<file path="src/rtl/hscale_pkg.sv">
package hscale_pkg;
  parameter int DW = 8;   // sample width
  parameter int PW = 12;  // phase fraction bits
  parameter int WB = 4;   // interpolation weight bits

  // two-tap blend: weight w pulls towards prev
  function automatic logic [DW-1:0] hs_lerp(input logic [DW-1:0] cur,
                                            input logic [DW-1:0] prev,
                                            input logic [WB-1:0] w);
    logic [DW+WB:0] a, b, s;
    a = (DW+WB+1)'(cur) * ((DW+WB+1)'(1 << WB) - (DW+WB+1)'(w));
    b = (DW+WB+1)'(prev) * (DW+WB+1)'(w);
    s = a + b;
    return s[DW+WB-1:WB];
  endfunction

  // weight taken from the top bits of a fractional remainder
  function automatic logic [WB-1:0] hs_weight(input logic [PW-1:0] rem);
    return rem[PW-1 -: WB];
  endfunction
endpackage

</file>
<file path="src/rtl/hscale_span_gate.sv">
module hscale_span_gate #(
  parameter int CW = 11
) (
  input  logic          clk,
  input  logic          rst_n,
  input  logic          in_valid,
  input  logic          sol_v,
  input  logic [CW-1:0] cfg_offset,
  input  logic [CW-1:0] cfg_count,
  output logic          active,
  output logic          odd_idx
);
  localparam logic [CW-1:0] IDX_MAX = '1;

  logic [CW-1:0] idx_q, idx_cur;
  logic [CW:0]   span_end;

  assign idx_cur  = sol_v ? '0 : idx_q;
  assign span_end = {1'b0, cfg_offset} + {1'b0, cfg_count};
  assign active   = in_valid && (idx_cur >= cfg_offset) && ({1'b0, idx_cur} < span_end);
  assign odd_idx  = idx_cur[0];

  always_ff @(posedge clk) begin
    if (!rst_n) idx_q <= '0;
    else if (in_valid) idx_q <= (idx_cur == IDX_MAX) ? idx_cur : idx_cur + 1'b1;
  end
endmodule

</file>
<file path="src/rtl/hscale_phase_acc.sv">
module hscale_phase_acc
  import hscale_pkg::*;
#(
  parameter int XW = 12
) (
  input  logic          clk,
  input  logic          rst_n,
  input  logic          advance,
  input  logic          restart,
  input  logic          mode656,
  input  logic [XW-1:0] xinc,
  output logic [1:0]    n_out,
  output logic [WB-1:0] w_first,
  output logic [WB-1:0] w_second
);
  localparam int AW = PW + 2;
  localparam logic [AW-1:0] ONE = AW'(1) << PW;
  localparam logic [AW-1:0] TWO = AW'(2) << PW;

  logic [AW-1:0] acc_q, acc_in, step, sum, r1, r2;

  assign acc_in = restart ? '0 : acc_q;
  always_comb begin
    if (xinc == '0)   step = ONE;
    else if (mode656) step = AW'({xinc, 1'b0});
    else              step = AW'(xinc);
  end
  assign sum = acc_in + step;
  assign r1  = sum - ONE;
  assign r2  = sum - TWO;

  always_comb begin
    n_out = 2'd0;
    if (advance) begin
      if (sum >= TWO)      n_out = 2'd2;
      else if (sum >= ONE) n_out = 2'd1;
    end
  end
  assign w_first  = (n_out == 2'd2) ? '1 : hs_weight(r1[PW-1:0]);
  assign w_second = hs_weight(r2[PW-1:0]);

  always_ff @(posedge clk) begin
    if (!rst_n) acc_q <= '0;
    else if (advance)
      acc_q <= (n_out == 2'd2) ? r2 : (n_out == 2'd1) ? r1 : sum;
    else if (restart) acc_q <= '0;
  end
endmodule

</file>
<file path="src/rtl/hscale_core.sv">
module hscale_core
  import hscale_pkg::*;
#(
  parameter int CW = 11,
  parameter int XW = 12
) (
  input  logic          clk,
  input  logic          rst_n,
  input  logic          cfg_mode656,
  input  logic [XW-1:0] cfg_xinc,
  input  logic [CW-1:0] cfg_offset,
  input  logic [CW-1:0] cfg_count,
  input  logic          in_valid,
  input  logic          in_sol,
  input  logic [DW-1:0] in_y,
  input  logic [DW-1:0] in_c,
  output logic          out_valid,
  output logic [DW-1:0] out_y,
  output logic [DW-1:0] out_c,
  output logic          out_cr
);
  localparam logic [DW-1:0] MID = DW'(1) << (DW - 1);

  logic          sol_v, active_w, odd_w;
  logic [1:0]    n_w;
  logic [WB-1:0] w1_w, w2_w;

  assign sol_v = in_valid & in_sol;

  hscale_span_gate #(.CW(CW)) gate_i (
    .clk(clk), .rst_n(rst_n), .in_valid(in_valid), .sol_v(sol_v),
    .cfg_offset(cfg_offset), .cfg_count(cfg_count),
    .active(active_w), .odd_idx(odd_w));

  hscale_phase_acc #(.XW(XW)) acc_i (
    .clk(clk), .rst_n(rst_n), .advance(active_w), .restart(sol_v),
    .mode656(cfg_mode656), .xinc(cfg_xinc),
    .n_out(n_w), .w_first(w1_w), .w_second(w2_w));

  logic [DW-1:0] prev_q, cb_q, cr_q, prev_sel, cb_new, cr_new;
  logic [DW-1:0] y1, y2, c1, c2, pend_y, pend_c;
  logic          par_q, par_cur, pend_q, pend_cr;

  assign prev_sel = sol_v ? in_y : prev_q;
  assign cb_new   = (in_valid && !odd_w) ? in_c : cb_q;
  assign cr_new   = (in_valid &&  odd_w) ? in_c : cr_q;
  assign par_cur  = sol_v ? 1'b0 : par_q;
  assign y1 = hs_lerp(in_y, prev_sel, w1_w);
  assign y2 = hs_lerp(in_y, prev_sel, w2_w);
  assign c1 = par_cur ? cr_new : cb_new;
  assign c2 = par_cur ? cb_new : cr_new;

  always_ff @(posedge clk) begin
    if (!rst_n) begin
      out_valid <= 1'b0;
      out_y     <= '0;
      out_c     <= '0;
      out_cr    <= 1'b0;
      prev_q    <= '0;
      cb_q      <= MID;
      cr_q      <= MID;
      par_q     <= 1'b0;
      pend_q    <= 1'b0;
      pend_y    <= '0;
      pend_c    <= '0;
      pend_cr   <= 1'b0;
    end else begin
      out_valid <= 1'b0;
      if (in_valid) begin
        prev_q <= in_y;
        cb_q   <= cb_new;
        cr_q   <= cr_new;
      end
      if (pend_q) begin
        out_valid <= 1'b1;
        out_y     <= pend_y;
        out_c     <= pend_c;
        out_cr    <= pend_cr;
        par_q     <= ~pend_cr;
        pend_q    <= 1'b0;
      end else if (n_w != 2'd0) begin
        out_valid <= 1'b1;
        out_y     <= y1;
        out_c     <= c1;
        out_cr    <= par_cur;
        par_q     <= ~par_cur;
        if (n_w == 2'd2) begin
          pend_q  <= 1'b1;
          pend_y  <= y2;
          pend_c  <= c2;
          pend_cr <= ~par_cur;
        end
      end else if (sol_v) begin
        par_q <= 1'b0;
      end
    end
  end
endmodule

</file>
<file path="config.mk">
export PLATFORM = sky130hd
export DESIGN_NAME = hscale_core
export DESIGN_NICKNAME = d
export VERILOG_FILES = /design/src/rtl/hscale_pkg.sv /design/src/rtl/hscale_span_gate.sv /design/src/rtl/hscale_phase_acc.sv /design/src/rtl/hscale_core.sv
export SDC_FILE = /design/constraint.sdc
export NUM_CORES = 1
export LEC_CHECK = 0
export ABC_AREA = 1
export BUFFER_PORTS_ARGS = -buffer_cell sky130_fd_sc_hd__buf_2
export CAP_MARGIN = 20
export CORE_MARGIN = 2
export CORE_UTILIZATION = 62
export DETAILED_ROUTE_END_ITERATION = 8
export PLACE_DENSITY = 0.91
export SYNTH_ARGS = -nofsm -noshare
export SYNTH_HDL_FRONTEND = slang
export SYNTH_SLANG_ARGS = --single-unit
</file>
<file path="constraint.sdc">
create_clock -name clk -period 25.2 [get_ports clk]
set_clock_uncertainty 0.1 [all_clocks]
set_input_delay 3.78 -clock clk [delete_from_list [all_inputs] [get_ports clk]]
set_output_delay 3.78 -clock clk [all_outputs]
set_load 0.05 [all_outputs]
</file>
==> results.cfg, run 1 <==
[grt]
grt.total_usage_pct = 28.5
grt_pass1_wl_mm = 40.9
grt_pass1_vias = 9137
antenna_found_initial = 1
grt-ovfl-total = 0
grt_max_degree = 50

[min_path]
hp-class = reg2reg

[logic_synthesis]
synthesis.area_mm2 = 0.0101
ys_seq_area_share_pct = 17.1
netlist_instances = 1368
yosysWarnings = 0
synth_fp_nets = 1627
synth_edf_count = 0
ys_ff_latch = 86
yosysUniqueCellTypes = 52
syn_area_per_cell_um2 = 7.36
async_flop_share_pct = 0
synth_flop_cell = dfxtp_1

[power]
ir_drop_mv = 0.0594
p_per_area_mw_per_mm2 = 76.9
pwr-share-clk_pct = 16.0
p_seq_share_pct = 16.7
combPwrFrac_pct = 67.3
power_leakage_nw = 5.76
power.switching_uw = 409
p_int_uw = 426
switching_share_pct = 49.0

[cells_and_area]
synthToLayoutAreaGrowth_pct = 7.88
final_common_cell = inv_1
final_nets = 1675
drive_gt1_share_pct = 10.3
diodes = 0
final_cells = 1637
final_cell_mix = inv_1 (258), nand2_1 (246), nor2_1 (148)

[clock_network]
clockRootBuffer = clkbuf_16
htreeDepth = 3
tritoncts = built
cts_buffer_depth = 2
clock_sinks = 86
ctsHoldBuffers = 0
cts_buffers = 9
insertion_delay_ns = 0.34
cts_resized = 0
clkSlewWorstSetupHoldPaths_ns = 0.08
post_cts_buffers = 0

[timing]
max_slew_margin_pct = 40.5
fin_crit_sh_pct = 52.1
rsz0062_at_grt = no
slew_viol_final = 0
clock.fmax_ghz = 0.0762
final.min_clock_period_ns = 13.13
fin_tns_setup_ns = 0
worst_slew_pin_slew_ns = 0.883
hold_viol = 0
setup_viol = 0

[placement]
gp_congestion = 1.02
dp_hpwl_mm = 19.3
port_buffers = 72
dp_cells = 1621

[routing]
finalWirelength_mm = 24.4
drt-vias-per-instance = 5.59
ant_nets = 0
vias = 9145
firstDrtPassIters = 5
dr.first_iter.drc_count = 767
drc = 0
wire_per_inst_um = 14.9

[floorplan]
die_area_mm2 = 0.0173
io_pins = 73
die_w_um = 131
die_y_um = 131
core_mm2 = 0.0159
start_util_pct = 63.3
row_count = 46

[worst_setup_path]
crit_arrival_ns = 13.30
crit_top_cell = inv_1
slowest_delay_ns = 0.72
crit_family = adder cells
slowest_stage = inv_1
critPathCaptureType = flip-flop
worstSetupStartpointType = input pin
worstPathRequired_ns = 25.38
r2r_slack_ns = 16.76
critPathKind = in2reg
critPathMaxFanout = 23
crit_buf_inv = 9

[run]
maxCapViolCount = 0

[outcome]
status = finished, final reports clean
## through the flow
| step | instance area (um^2) | utilization [%] | power (mW) | setup WS (ns) | hold WS [ns] |
|---|---|---|---|---|---|
| after floorplan | 10100 | - | 0.566 | 13.34 | 0.353 |
| after detailed placement | 10500 | 66.4 | 0.691 | 11.89 | 0.368 |
| after CTS | 10900 | 68.3 | 0.828 | 12.21 | 0.384 |
| after global routing | 10900 | 68.3 | 0.910 | 11.32 | 0.409 |
| final | 10900 | 68.3 | 0.834 | 12.07 | 0.387 |
| after global placement | 10500 | 66.4 | 0.670 | 12.26 | 0.363 |
## worst min-delay path, cell delays in order (launching register included)
cell and delay, ns:
dfxtp_1 0.32, nand2_1 0.05, a31oi_1 0.07
## state kept, by name (all words and copies together) (netlist names)
register,count
out_y,8
pend_cr,1
cr_q,8
out_cr,1
acc_i.acc_q,14
par_q,1
out_valid,1
pend_c,8
gate_i.idx_q,11
pend_q,1
prev_q,8
out_c,8
pend_y,8
cb_q,8
## cells by family after synthesis
group / share of synthesized area (%)
AO/OA/AOI/OAI: 13.1
buffers and inverters: 11.6
adder cells (fa/ha/maj): 32.2
flip-flops: 17.1
AND/OR/NAND/NOR: 21.7
multiplexers: 0.796
XOR/XNOR: 3.54
## power by group through the flow
| stage | sequential (mW) | combinational [mW] | clock, mW |
|---|---|---|---|
| global route | 0.140 | 0.631 | 0.139 |
| detailed placement | 0.143 | 0.549 | 0 |
| floorplan | 0.142 | 0.423 | 0 |
| CTS | 0.139 | 0.554 | 0.134 |
| finish | 0.139 | 0.562 | 0.133 |
| global placement | 0.142 | 0.528 | 0 |
## final timing paths
check                                    start       end  cells after the start
worst max register to register  acc_i.acc_q[0]  out_y[7]                     45
worst max-delay path                  in_valid  out_y[7]                     47
worst min register to register       pend_c[4]  out_c[4]                      2
worst min-delay path                 pend_c[4]  out_c[4]                      2
## metal layers
| layer | wire (um) | GRT usage (%) | part of all wire, % | vias to the layer above |
|---|---|---|---|---|
| met1 | 9820 | 35.2 | 40 | 4276 |
| met4 | 692 | 10.1 | 2.8 | 0 |
| met3 | 1940 | 4.78 | 8.0 | 73 |
| li1 | - | - | - | 4410 |
| met2 | 11900 | 50.4 | 49 | 386 |
| met5 | 0 | 0 | 0 | - |
## synth_stat cells (all sizes together) (8+ instances only)
cell    count  area [um^2]
fa         92         1840
a22o        8         70.1
nor3       11         77.6
xor2       21          218
or2        12         77.6
xnor2      15          139
dfxtp      86         1720
nand2     262         1060
a21oi      92          472
inv       266         1000
mux2i       8         80.1
ha        112         1400
o21ai      88          452
nand3      38          200
clkbuf     30          113
a31oi      13         81.3
nor2      155          623
nand4      13         81.3
o211ai      8         60.1
## final cells by class
class / instances / area [um^2]
multi-input cells: 979 / 7180
fillers: 1283 / 5030
flip-flops and latches: 86 / 1720
inverters: 266 / 1000
repair buffers: 74 / 375
well taps: 216 / 270
clock buffers: 9 / 225
clock inverters: 7 / 81.3
Power figures use the tool's default switching activity.
==> inputs of run 2 (changes only) <==
--- a/config.mk
+++ b/config.mk
@@ -9,9 +9,9 @@
 export BUFFER_PORTS_ARGS = -buffer_cell sky130_fd_sc_hd__buf_2
 export CAP_MARGIN = 20
 export CORE_MARGIN = 2
-export CORE_UTILIZATION = 62
+export CORE_UTILIZATION = 57
 export DETAILED_ROUTE_END_ITERATION = 8
-export PLACE_DENSITY = 0.91
+export PLACE_DENSITY = 0.88
 export SYNTH_ARGS = -nofsm -noshare
 export SYNTH_HDL_FRONTEND = slang
 export SYNTH_SLANG_ARGS = --single-unit
==> constraint.sdc (replaced) <==
create_clock -name clk -period 11 [get_ports clk]
set_clock_uncertainty 0.1 [all_clocks]
set_input_delay 1.65 -clock clk [delete_from_list [all_inputs] [get_ports clk]]
set_output_delay 1.65 -clock clk [all_outputs]
set_load 0.05 [all_outputs]
==> run 2 against run 1 <==
Global-route usage decreased by 1.3 points. Critical endpoint unchanged. Highest routed layer unchanged. Routed wire length up 1.5%. Non-clock buffer count up 2.
==> results.cfg, run 2 (same netlist as run 1, synthesis figures left out) <==
[cells_and_area]
diodes = 0
final_common_cell = inv_1
regArea_mm2 = 0.00172
final_nets = 1677
fill_cells = 1461
largest_reg_flops = 14
largest_register = acc_i.acc_q
synthToLayoutAreaGrowth_pct = 7.87
multiInputGateArea_mm2 = 0.00718
drive_gt1_share_pct = 10.5
final_cell_mix = inv_1 (257), nand2_1 (246), nor2_1 (148)
largestRegisters = acc_i.acc_q (14), gate_i.idx_q (11)

[power]
p_seq_share_pct = 17.0
power.switching_uw = 914
power_mw = 1.88
pwr-share-clk_pct = 15.1
combPwrFrac_pct = 67.9
power_leakage_nw = 5.75
switching_share_pct = 48.5
p_int_uw = 969
ir_drop_mv = 0.133
p_per_area_mw_per_mm2 = 174

[grt]
grt-ovfl-total = 0
grt_max_degree = 50
grt.total_usage_pct = 27.3
grt_pass1_wl_mm = 40.5
antenna_found_initial = 0
grt_pass1_vias = 8898

[clock_network]
clock_sinks = 86
cts_buffers = 9
clockRootBuffer = clkbuf_16
ctsHoldBuffers = 0
cts_resized = 0
insertion_delay_ns = 0.34
tritoncts = built
clkSlewWorstSetupHoldPaths_ns = 0.07
post_cts_buffers = 0
cts_buffer_depth = 2
htreeDepth = 3

[routing]
finalWirelength_mm = 24.7
dr.first_iter.drc_count = 629
firstDrtPassIters = 6
vias = 9140
drc = 0
ant_nets = 0
drt-vias-per-instance = 5.55
wire_per_inst_um = 15.0

[worst_setup_path]
r2r_cells = 44
worstReg2RegStart = acc_i.acc_q[0]
critPathMaxFanout = 23
slowest_stage = fa_1
cp-startpoint = in_valid
worstSetupStartpointType = input pin
critPathKind = in2reg
critPathCaptureType = flip-flop
slowest_delay_ns = 0.54
worstPathRequired_ns = 11.12
crit_arrival_ns = 10.24
crit_top_cell = inv_1

[timing]
slew_viol_final = 0
max_slew_margin_pct = 36.5
hold_viol = 0
clock.fmax_ghz = 0.0988
fin_crit_sh_pct = 92.0
worst_slew_pin_slew_ns = 0.943
fin_tns_setup_ns = 0
final.min_clock_period_ns = 10.12
setup_viol = 0
rsz0062_at_grt = no

[floorplan]
row_count = 48
io_pins = 73
core_mm2 = 0.0173
die_y_um = 137
die_w_um = 137
start_util_pct = 58.2
die_area_mm2 = 0.0187

[outcome]
status = finished, final reports clean

[min_path]
hp-class = reg2reg
worstHoldStart = pend_c[1]
hold_depth = 2

[placement]
port_buffers = 72
gp_congestion = 0.999
dp_hpwl_mm = 19.6

[run]
maxCapViolCount = 0
run 2: cell count changes in the layout (fill, tap and decap cells not counted):
cell / delta
clkinv_8: -2
inv_6: +1
inv_1: -1
buf_4: +2
clkbuf_1: +1
clkinv_4: -2
clkinv_2: +2
clkinvlp_4: +2
inv_8: -1
run 2: worst paths after layout:
check	slack, ns	end
max	0.88	out_y[7]
min	0.38	out_c[1]
max reg2reg	2.74	out_y[7]
min reg2reg	0.38	out_c[1]
run 2: cell type report:
cell class              count  area share (%)
multi-input cells         979            66.1
flip-flops and latches     86            15.9
inverters                 266            9.28
repair buffers             76            3.60
well taps                 225            2.59
clock buffers              10            2.11
clock inverters             6           0.427
run 2: stage by stage:
stage               cell area [um^2]  utilization [%]  worst slack (ns)  std cells  hold slack (ns)
floorplan                      10100                -              1.27       1368            0.353
global placement               10600             61.1             0.831       1632            0.367
detailed placement             10600             61.1             0.485       1632            0.371
CTS                            10900             62.7             0.790       1648            0.383
global route                   10900             62.8             0.199       1648            0.411
finish                         10900             62.8             0.883       1648            0.384
run 2: power groups by stage:
stage | clock network, mW | registers (mW) | logic, mW
after floorplan | 0 | 0.326 | 0.970
after global placement | 0 | 0.326 | 1.21
after detailed placement | 0 | 0.326 | 1.26
after CTS | 0.285 | 0.320 | 1.27
after global routing | 0.299 | 0.320 | 1.45
final | 0.285 | 0.320 | 1.28
run 2: worst max-delay path: cells and delay by family:
kind,cells,cell delay [ns]
AND/OR/NAND/NOR,21,2.46
adder cells (fa/ha/maj),9,3.65
buffers and inverters,10,1.22
XOR/XNOR,1,0.30
AO/OA/AOI/OAI,6,0.94
run 2: per-layer routing:
metal	wire [um]	vias up	track usage [%]
met5	0	-	0
met4	936	0	11.7
met3	2130	84	6.11
met2	12000	388	48.1
met1	9630	4255	31.9
li1	-	4413	-
==> inputs of run 3 (changes only) <==
--- a/config.mk
+++ b/config.mk
@@ -9,9 +9,10 @@
 export BUFFER_PORTS_ARGS = -buffer_cell sky130_fd_sc_hd__buf_2
 export CAP_MARGIN = 20
 export CORE_MARGIN = 2
-export CORE_UTILIZATION = 57
+export CORE_UTILIZATION = 62
+export CTS_CLUSTER_DIAMETER = 30
 export DETAILED_ROUTE_END_ITERATION = 8
-export PLACE_DENSITY = 0.88
+export PLACE_DENSITY = 0.91
 export SYNTH_ARGS = -nofsm -noshare
 export SYNTH_HDL_FRONTEND = slang
 export SYNTH_SLANG_ARGS = --single-unit
==> constraint.sdc (replaced) <==
create_clock -name clk -period 10.2 [get_ports clk]
set_clock_uncertainty 0.1 [all_clocks]
set_input_delay 1.53 -clock clk [delete_from_list [all_inputs] [get_ports clk]]
set_output_delay 1.53 -clock clk [all_outputs]
set_load 0.05 [all_outputs]
==> run 3 against run 2 <==
Sequential power rose by 7.5%. Routed wire length rose by 0.61%. Clock-buffer cell count fell by 1. Hold slack got worse by 0.0098 ns. Cell area rose by 0.45%. Critical path depth rose by 4. Largest cell class unchanged. Largest power group unchanged.
==> results.cfg, run 3 (same netlist as run 1, synthesis figures left out) <==
[placement]
gp_congestion = 1.00
place_ws_ns = 0.349
port_buffers = 72
dp_hpwl_mm = 19.6

[floorplan]
die_area_mm2 = 0.0173
start_util_pct = 63.3
core_mm2 = 0.0159
io_pins = 73
die_w_um = 131
die_y_um = 131
row_count = 46

[timing]
whs_ns = 0.374
rsz0062_at_grt = no
clock.fmax_ghz = 0.105
worst_slew_pin_slew_ns = 0.883
fin_tns_setup_ns = 0
max_slew_margin_pct = 40.5
slew_viol_final = 0
hold_viol = 0
final.min_clock_period_ns = 9.48
fin_crit_sh_pct = 93.0
setup_viol = 0
fin_ws_ns = 0.715

[routing]
drt-vias-per-instance = 5.63
drc = 0
firstDrtPassIters = 6
ant_nets = 0
vias = 9246
finalWirelength_mm = 24.9
dr.first_iter.drc_count = 935
wire_per_inst_um = 15.1

[cells_and_area]
fill_cells = 1257
final_core_util_pct = 68.6
final_nets = 1681
synthToLayoutAreaGrowth_pct = 8.36
regArea_mm2 = 0.00172
final_cell_mix = inv_1 (257), nand2_1 (246), nor2_1 (148)
largest_reg_flops = 14
final_common_cell = inv_1
drive_gt1_share_pct = 10.9
multiInputGateArea_mm2 = 0.00719
diodes = 0
largest_register = acc_i.acc_q
largestRegisters = acc_i.acc_q (14), gate_i.idx_q (11)

[power]
ir_drop_mv = 0.131
p_per_area_mw_per_mm2 = 188
power_leakage_nw = 5.79

[outcome]
status = finished, final reports clean

[worst_setup_path]
timing.rr.end = out_y[7]
worstReg2RegStart = acc_i.acc_q[0]
worstSetupStartpointType = input pin
critPathKind = in2reg
r2r_slack_ns = 2.00
r2r_cells = 45
endpoint = out_y[7]
crit_top_cell = nand2_1
critPathMaxFanout = 10
critPathCaptureType = flip-flop
worstPathRequired_ns = 10.38
cp-startpoint = in_valid
crit_buf_inv = 10
crit_arrival_ns = 9.67
worst-path-stages = 51
crit_family = adder cells
slowest_delay_ns = 0.55
slowest_stage = fa_1

[clock_network]
ctsHoldBuffers = 0
clock_sinks = 86
post_cts_buffers = 0
cts_buffer_depth = 2
clockRootBuffer = clkbuf_16
clkSlewWorstSetupHoldPaths_ns = 0.07
tritoncts = built
cts_resized = 0
htreeDepth = 3
cts_buffers = 9
insertion_delay_ns = 0.34

[grt]
grt.total_usage_pct = 29.6
grt_pass1_vias = 9231
grt-ovfl-total = 0
grt_max_degree = 50
antenna_found_initial = 0
grt_pass1_wl_mm = 42.0

[min_path]
hp-class = reg2reg
worstHoldStart = out_cr

[run]
maxCapViolCount = 0
[run 3: cell count changes in the layout (fill, tap and decap cells not counted), moves of 2 or more]
cell / before / now
clkinv_2: 2 / 0
clkinvlp_4: 2 / 0
buf_4: 4 / 8
inv_8: 1 / 3
[run 3: layout make-up]
cell class	instances	area share, %
clock inverters	7	0.700
flip-flops and latches	86	15.8
inverters	266	9.20
clock buffers	9	2.07
repair buffers	80	3.86
well taps	216	2.48
multi-input cells	979	65.9
[run 3: where the power goes]
part	total, mW	switching [mW]	internal (mW)
Sequential	0.344	0.00234	0.342
Clock	0.331	0.157	0.174
Combinational	1.37	0.841	0.534
Total	2.05	1.00	1.05
[run 3: metal layers]
metal	global-route usage, %	routed length (um)
met1	37.1	10000
met2	51.7	11900
met3	4.13	1990
met4	11.4	937
met5	0	0
[run 3: how the worst min path moves through the flow]
stage | slack [ns] | endpoint | depth (start not counted)
finish | 0.37 | out_cr | 2
global route | 0.40 | out_c[5] | 2
CTS | 0.37 | out_cr | 2
detailed placement | 0.36 | out_cr | 2
global placement | 0.36 | out_c[7] | 2
floorplan | 0.35 | pend_y[3] | 2
[run 3: worst reg2reg max path, delay by kind of cell, from the launching register on]
| kind | cells | cell delay [ns] |
|---|---|---|
| buf+inv | 8 | 0.62 |
| xor+xnor | 1 | 0.24 |
| fa+ha+maj | 10 | 4.03 |
| compound gates | 5 | 0.83 |
| flops | 1 | 0.30 |
| simple gates | 21 | 2.03 |
[run 3: stage by stage]
step                power, mW  area, um^2  cells
floorplan                1.40       10100   1368
global placement         1.65       10600   1627
detailed placement       1.70       10600   1627
CTS                      2.05       10900   1643
global route             2.26       10900   1643
finish                   2.05       10900   1643
